[src/rtl/hs_pkg.sv]
package hs_pkg;
  typedef enum logic [2:0] {
    ST_INSERT,
    ST_WAIT,
    ST_ON,
    ST_FTIME,
    ST_RESTART,
    ST_LATCH,
    ST_HOSTOFF
  } hs_state_e;

  function automatic int max3(input int a, input int b, input int c);
    int m;
    m = (a > b) ? a : b;
    return (m > c) ? m : c;
  endfunction
endpackage

[src/rtl/hs_tick_gen.sv]
module hs_tick_gen #(
  parameter int TICK_DIV = 1
) (
  input  logic clk_i,
  input  logic rst_ni,
  output logic tick_o
);
  generate
    if (TICK_DIV <= 1) begin : g_every
      assign tick_o = 1'b1;
    end else begin : g_div
      localparam int DW = $clog2(TICK_DIV);
      localparam logic [DW-1:0] LAST = DW'(TICK_DIV - 1);
      logic [DW-1:0] div_q;
      always_ff @(posedge clk_i or negedge rst_ni) begin
        if (!rst_ni)            div_q <= '0;
        else if (div_q == LAST) div_q <= '0;
        else                    div_q <= div_q + 1'b1;
      end
      assign tick_o = (div_q == LAST);
    end
  endgenerate
endmodule

[src/rtl/hs_phase_timer.sv]
module hs_phase_timer #(
  parameter int CNT_W   = 8,
  parameter int MAX_CNT = 200
) (
  input  logic             clk_i,
  input  logic             rst_ni,
  input  logic             clr_i,
  input  logic             inc_i,
  output logic [CNT_W-1:0] cnt_o
);
  localparam logic [CNT_W-1:0] CNT_TOP = CNT_W'(MAX_CNT);
  logic [CNT_W-1:0] cnt_q;

  always_ff @(posedge clk_i or negedge rst_ni) begin
    if (!rst_ni)     cnt_q <= '0;
    else if (clr_i)  cnt_q <= '0;
    else if (inc_i)  cnt_q <= cnt_q + 1'b1;
  end
  assign cnt_o = cnt_q;

  // shared timer never runs past the longest phase (R5 restart is the longest)
  p_cnt_bound_r5: assert property (@(posedge clk_i) disable iff (!rst_ni)
    cnt_q <= CNT_TOP);
endmodule

[src/rtl/hs_window.sv]
module hs_window (
  input  logic uv_ok_i,
  input  logic ov_i,
  input  logic gate_on_i,
  output logic win_o,
  output logic pgood_o
);
  assign win_o   = uv_ok_i & ~ov_i;
  assign pgood_o = gate_on_i & win_o;
endmodule

[src/rtl/hotswap_seq.sv]
module hotswap_seq #(
  parameter int INSERT_TICKS  = 20,
  parameter int FAULT_TICKS   = 10,   // minimum 2
  parameter int RESTART_RATIO = 200,
  parameter int TICK_DIV      = 1
) (
  input  logic clk_i,
  input  logic rst_ni,
  input  logic uv_ok_i,
  input  logic ov_i,
  input  logic limit_i,
  input  logic retry_i,
  input  logic cmd_on_i,
  input  logic cmd_off_i,
  output logic gate_en_o,
  output logic limiting_o,
  output logic fault_o,
  output logic pgood_en_o
);
  import hs_pkg::*;

  localparam int RESTART_TICKS = FAULT_TICKS * RESTART_RATIO;
  localparam int MAX_TICKS     = max3(INSERT_TICKS, FAULT_TICKS, RESTART_TICKS);
  localparam int CNT_W         = $clog2(MAX_TICKS + 1);
  localparam logic [CNT_W-1:0] INS_LAST = CNT_W'(INSERT_TICKS - 1);
  localparam logic [CNT_W-1:0] FLT_LAST = CNT_W'(FAULT_TICKS - 1);
  localparam logic [CNT_W-1:0] RST_LAST = CNT_W'(RESTART_TICKS - 1);

  hs_state_e        st_q, st_d;
  logic             fault_q, fault_d;
  logic             tick, win, gate_on;
  logic             t_clr, t_inc;
  logic [CNT_W-1:0] cnt;

  hs_tick_gen #(.TICK_DIV(TICK_DIV)) i_tick (
    .clk_i (clk_i),
    .rst_ni(rst_ni),
    .tick_o(tick)
  );

  hs_phase_timer #(.CNT_W(CNT_W), .MAX_CNT(MAX_TICKS)) i_timer (
    .clk_i (clk_i),
    .rst_ni(rst_ni),
    .clr_i (t_clr),
    .inc_i (t_inc),
    .cnt_o (cnt)
  );

  hs_window i_win (
    .uv_ok_i  (uv_ok_i),
    .ov_i     (ov_i),
    .gate_on_i(gate_on),
    .win_o    (win),
    .pgood_o  (pgood_en_o)
  );

  always_comb begin
    st_d    = st_q;
    fault_d = fault_q;
    t_clr   = 1'b0;
    t_inc   = 1'b0;
    if (st_q == ST_INSERT) begin
      // insertion runs to completion; nothing interrupts it
      t_inc = tick;
      if (tick && cnt == INS_LAST) begin
        t_clr = 1'b1;
        st_d  = win ? ST_ON : ST_WAIT;
      end
    end else if (cmd_off_i) begin
      t_clr = 1'b1;
      st_d  = ST_HOSTOFF;
    end else begin
      unique case (st_q)
        ST_HOSTOFF: begin
          t_clr = 1'b1;
          if (cmd_on_i) begin
            fault_d = 1'b0;
            st_d    = ST_WAIT;
          end
        end
        ST_WAIT: begin
          t_clr = 1'b1;
          if (win) st_d = ST_ON;
        end
        ST_ON: begin
          if (!win) begin
            t_clr = 1'b1;
            st_d  = ST_WAIT;
          end else if (limit_i) begin
            t_inc = tick;
            st_d  = ST_FTIME;
          end else begin
            t_clr = 1'b1;
          end
        end
        ST_FTIME: begin
          if (!win) begin
            t_clr = 1'b1;
            st_d  = ST_WAIT;
          end else if (!limit_i) begin
            t_clr = 1'b1;
            st_d  = ST_ON;
          end else begin
            t_inc = tick;
            if (tick && cnt == FLT_LAST) begin
              t_clr   = 1'b1;
              fault_d = 1'b1;
              st_d    = retry_i ? ST_RESTART : ST_LATCH;
            end
          end
        end
        ST_RESTART: begin
          if (!win) begin
            t_clr = 1'b1;
            st_d  = ST_WAIT;
          end else begin
            t_inc = tick;
            if (tick && cnt == RST_LAST) begin
              t_clr = 1'b1;
              st_d  = ST_ON;
            end
          end
        end
        ST_LATCH: t_clr = 1'b1;
        default: begin
          t_clr = 1'b1;
          st_d  = ST_WAIT;
        end
      endcase
    end
  end

  always_ff @(posedge clk_i or negedge rst_ni) begin
    if (!rst_ni) begin
      st_q    <= ST_INSERT;
      fault_q <= 1'b0;
    end else begin
      st_q    <= st_d;
      fault_q <= fault_d;
    end
  end

  assign gate_on    = (st_q == ST_ON) || (st_q == ST_FTIME);
  assign gate_en_o  = gate_on;
  assign limiting_o = (st_q == ST_FTIME);
  assign fault_o    = fault_q;

  p_gate_needs_window_r3: assert property (@(posedge clk_i) disable iff (!rst_ni)
    gate_en_o |-> $past(win));

  p_fault_rise_limit_r4: assert property (@(posedge clk_i) disable iff (!rst_ni)
    $rose(fault_o) |-> $past(limit_i));

  p_latch_holds_r6: assert property (@(posedge clk_i) disable iff (!rst_ni)
    (st_q == ST_LATCH) && !cmd_off_i |=> (st_q == ST_LATCH));

  p_fault_clear_cmd_r7: assert property (@(posedge clk_i) disable iff (!rst_ni)
    $fell(fault_o) |-> $past(cmd_on_i));
endmodule

[config.mk]
export PLATFORM = sky130hd
export DESIGN_NAME = hotswap_seq
export DESIGN_NICKNAME = d
export VERILOG_FILES = /design/src/rtl/hs_pkg.sv /design/src/rtl/hs_tick_gen.sv /design/src/rtl/hs_phase_timer.sv /design/src/rtl/hs_window.sv /design/src/rtl/hotswap_seq.sv
export SDC_FILE = /design/constraint.sdc
export NUM_CORES = 1
export LEC_CHECK = 0
export BUFFER_PORTS_ARGS = -buffer_cell sky130_fd_sc_hd__buf_2
export CORE_MARGIN = 1.5
export CORE_UTILIZATION = 51
export CTS_BUF_LIST = sky130_fd_sc_hd__clkbuf_8
export CTS_CLUSTER_DIAMETER = 200
export CTS_CLUSTER_SIZE = 12
export DETAILED_ROUTE_END_ITERATION = 10
export PLACE_DENSITY = 0.71
export RECOVER_POWER = 25
export SYNTH_ARGS = -nofsm -noshare
export SYNTH_HDL_FRONTEND = slang
export SYNTH_HIERARCHICAL = 1
export SYNTH_SLANG_ARGS = --single-unit
[constraint.sdc]
create_clock -name clk_i -period 3.36 [get_ports clk_i]
set_clock_uncertainty 0.15 [all_clocks]
set_input_delay 0 -clock clk_i [delete_from_list [all_inputs] [get_ports clk_i]]
set_output_delay 0 -clock clk_i [all_outputs]
set_load 0.05 [all_outputs]
==> load_flow_metrics.sql <==
INSERT INTO impl_metrics (metric_group, metric, value, unit) VALUES
('run_status', 'run_status', 'finished, final reports clean', ''),
('floorplan', 'chipWidth', '48.80', 'um'),
('route', 'drc', '0', ''),
('global_route', 'grt_antenna_before_repair', '0', ''),
('clock_network', 'clk_pin_slew', '0.06', 'ns'),
('clock_network', 'cts_inserted_buffers', '3', ''),
('worst_setup_path', 'critPathArrivalTime', '2.83', 'ns'),
('route', 'vias_per_cell', '5.875', ''),
('worst_setup_path', 'timing.critical_path.to_type', 'register', ''),
('sta', 'setup_violations', '0', ''),
('floorplan', 'die-height', '48.80', 'um'),
('synth', 'mappedNetlistArea', '1070', 'um2'),
('worst_setup_path', 'crit_path_cell_trace', 'nor4_4 > and4_4 > a21oi_1 > a21oi_1 > o21ai_1 > nor4_1 > mux2_1', ''),
('floorplan', 'design.portCount', '12', ''),
('power', 'vdd_ir_drop_max', '402.0', 'uV'),
('layout', 'layout-area-overhead-vs-synth', '12.87', '%'),
('sta', 'rsz0062_at_grt', 'false', ''),
('sta', 'tightestPinTransition', '0.7869', 'ns'),
('sta', 'slew_headroom', '47.54', '%'),
('route', 'average_routed_wire_per_standard_cell', '13.32', 'um'),
('power', 'cellLeakagePower', '0.4725', 'nW'),
('global_route', 'grt_max_degree', '16', ''),
('floorplan', 'placement_rows', '16', ''),
('synth', 'post_synth_inst_count', '120', ''),
('global_route', 'grt_util_all_layers', '20.43', '%'),
('worst_setup_path', 'critPathTopFamily', 'simple AND/OR/NAND/NOR gates', ''),
('sta', 'final-hold-violation-count', '0', ''),
('global_route', 'grt_pass1_wl', '3795', 'um'),
('worst_setup_path', 'timing.setup.critical_path_class', 'reg -> reg', ''),
('synth', 'synth_sequential_area_ratio', '35.09', '%'),
('route', 'drt_first_pass_iters', '4', ''),
('sta', 'final.setup.tns', '0', 'ns'),
('placed_design', 'placement.io_buffers', '11', ''),
('placed_design', 'place.detailed.hpwl', '1592', 'um'),
('sta', 'final_max_slew_viol_count', '0', ''),
('layout', 'num-nets-final', '143', ''),
('worst_setup_path', 'path_common_cell', 'sky130_fd_sc_hd__a21oi_1', ''),
('job', 'cap_viol_max_count', '0', ''),
('sta', 'timing.final.crit_share', '84.80', '%'),
('worst_setup_path', 'r2r_slack', '0.51', 'ns'),
('sta', 'finalWorstPathRequiredPeriod', '2.849', 'ns'),
('worst_setup_path', 'critPathSlowestCell', 'sky130_fd_sc_hd__a21oi_1', ''),
('synth', 'flip_flop_and_latch_count_after_synthesis', '15', ''),
('synth', 'postSynthAreaPerCell', '8.915', 'um2'),
('layout', 'diodes', '0', ''),
('power', 'power-per-cell-area', '580.1', 'nW/um2'),
('clock_network', 'clock_path_buffers', '2', ''),
('global_route', 'grt_pass1_vias', '862', ''),
('clock_network', 'clock_tree.root_cell', 'sky130_fd_sc_hd__clkbuf_8', ''),
('synth', 'async_sr_flop_fraction', '100.0', '%'),
('sta', 'max_freq', '0.3510', 'GHz'),
('clock_network', 'clock_sinks', '15', ''),
('sta', 'setup_slack', '0.5108', 'ns'),
('placed_design', 'globalplace.congestion', '0.8506', ''),
('worst_setup_path', 'crit_buf_inv', '0', ''),
('synth', 'dominantRegCellSynth', 'sky130_fd_sc_hd__dfrtp_1', ''),
('synth', 'yosys_warnings', '6', ''),
('worst_setup_path', 'critical_path.max_fanout', '8', ''),
('floorplan', 'core', '1962', 'um2'),
('hold_path', 'worst_hold_path_type', 'in -> reg', ''),
('route', 'finalWirelength', '2131', 'um'),
('worst_setup_path', 'cp_data_required_time', '3.34', 'ns'),
('route', 'route.antenna.remaining_nets', '0', ''),
('clock_network', 'h-tree-depth', '1', ''),
('route', 'route.vias.total', '940', ''),
('synth', 'synthesis.nets', '129', ''),
('worst_setup_path', 'worst_setup_path_start_kind', 'register', ''),
('worst_setup_path', 'cpPeakStageDelay', '0.51', 'ns'),
('clock_network', 'cts_post_setup_buffers_inserted', '0', ''),
('route', 'drt_iter0_markers', '17', ''),
('floorplan', 'die_area', '2381', 'um2'),
('clock_network', 'clk_latency', '0.25', 'ns'),
('global_route', 'grt_overflow', '0', ''),
('floorplan', 'initial_core_utilization', '54.53', '%'),
('placed_design', 'place_worst_setup_slack', '0.5261', 'ns'),
('synth', 'synth.lib_cells_used.distinct', '42', ''),
('clock_network', 'cts_tree', 'yes', ''),
('layout', 'drive_above_1_share', '15.79', '%'),
('synth', 'synth_edf_count', '0', '');
==> layout by cell type (no fill, tap or decap), types with 3 or more instances in the layout <==
| master | count |
|---|---|
| sky130_fd_sc_hd__inv_1 | 4 |
| sky130_fd_sc_hd__dlygate4sd3_1 | 3 |
| sky130_fd_sc_hd__nor2_1 | 11 |
| sky130_fd_sc_hd__a21oi_1 | 11 |
| sky130_fd_sc_hd__nand2_1 | 9 |
| sky130_fd_sc_hd__clkbuf_8 | 3 |
| sky130_fd_sc_hd__nor3_1 | 3 |
| sky130_fd_sc_hd__nand4_1 | 5 |
| sky130_fd_sc_hd__or4_1 | 4 |
| sky130_fd_sc_hd__buf_2 | 10 |
| sky130_fd_sc_hd__o31ai_1 | 4 |
| sky130_fd_sc_hd__xor2_1 | 3 |
| sky130_fd_sc_hd__nor2b_1 | 6 |
| sky130_fd_sc_hd__o21ai_0 | 5 |
| sky130_fd_sc_hd__mux2_1 | 4 |
| sky130_fd_sc_hd__dfrtp_1 | 15 |
==> tightest hold or removal path, stage by stage <==
cell                       delay [ns]
sky130_fd_sc_hd__buf_2           0.12
sky130_fd_sc_hd__o21ai_0         0.11
sky130_fd_sc_hd__o211ai_1        0.09
sky130_fd_sc_hd__mux2_1          0.13
==> path summary, 6_finish.rpt <==
path | to | from | depth (start not counted)
min | st_q[1]$_DFFE_PN0P_ | cmd_off_i | 4
max in group asynchronous | st_q[2]$_DFFE_PN0P_ | rst_ni | 2
max reg2reg | i_timer/cnt_o[10]$_DFFE_PN0P_ | i_timer/cnt_o[2]$_DFFE_PN0P_ | 7
min in group asynchronous | i_timer/cnt_o[6]$_DFFE_PN0P_ | rst_ni | 2
max | i_timer/cnt_o[10]$_DFFE_PN0P_ | i_timer/cnt_o[2]$_DFFE_PN0P_ | 7
min reg2reg | i_timer/cnt_o[9]$_DFFE_PN0P_ | i_timer/cnt_o[9]$_DFFE_PN0P_ | 2
==> sequential cells by signal, indices dropped and copies added, names as in the netlist <==
register	flops
fault_o	1
i_timer/cnt_o	11
st_q	3
==> metrics by stage <==
stage	instances	utilization, %	power [W]	area, um2	hold slack (ns)
CTS	160	61.61	0.0007070	1209	0.02923
global route	160	61.54	0.0007570	1207	0.1093
floorplan	120	-	0.0005058	1070	-0.4456
global placement	153	57.72	0.0005529	1132	-0.2345
finish	160	61.54	0.0007004	1207	0.08215
detailed placement	153	57.72	0.0005573	1132	-0.2290
==> synthesized netlist by cell type (all sizes together), types with 2 or more instances <==
master  instances  area [um2]
nand3           2       10.01
nand2           9       33.78
xor2            3       26.28
or3             2       12.51
inv             4       15.01
nor2b           6       37.54
o21ai           7       38.78
buf             5       30.02
nor2           11       41.29
or4             4       30.03
dfrtp          15       375.4
nor3            3       15.01
o31ai           4       30.03
nand4b          2       17.52
a21oi          11       55.05
nor4            2       27.53
and3b           2       17.52
nand4           5       31.28
mux2            4       45.04
a31oi           2       27.53
==> cell type report <==
cell class / count / area, um2
Inverter: 4 / 15.01
Clock inverter: 1 / 5.005
Clock buffer: 3 / 41.29
Timing Repair Buffer: 15 / 91.34
Sequential cell: 15 / 375.4
Tap cell: 27 / 33.78
Fill cell: 184 / 754.5
Multi-Input combinational cell: 95 / 645.6
==> per-layer routing <==
layer | vias to the layer above | track usage [%] | part of all wire [%] | wire [um]
met5 | - | 0 | 0 | 0
met4 | 0 | 4.286 | 0.52 | 11
met3 | 2 | 5.828 | 5.0 | 106
met2 | 24 | 31.74 | 44 | 946
met1 | 439 | 28.46 | 50 | 1066
li1 | 475 | - | - | -
==> cells by family after synthesis <==
| family | count (synthesis) | synth area share (%) |
|---|---|---|
| simple gates | 54 | 30.18 |
| mux | 5 | 5.146 |
| compound gates | 30 | 20.23 |
| flops | 15 | 35.09 |
| xor+xnor | 4 | 3.275 |
| fa+ha+maj | 1 | 1.169 |
| other cells | 1 | 0.3505 |
| buf+inv | 10 | 4.560 |
==> power breakdown <==
| group | internal [W] | leakage (nW) | switching, W |
|---|---|---|---|
| logic | 0.000117 | 0.244 | 0.000186 |
| registers | 0.000201 | 0.203 | 0.0000518 |
| clock network | 0.0000820 | 0.0255 | 0.0000625 |
| total | 0.000400 | 0.472 | 0.000300 |
==> repair_timing <==
item | 4_1_cts | 5_1_grt
gates resized for setup | 0 | 0
hold endpoints to repair | 16 | 0
hold buffers | 3 | 0
No activity file was read; power rests on OpenSTA's default activity.
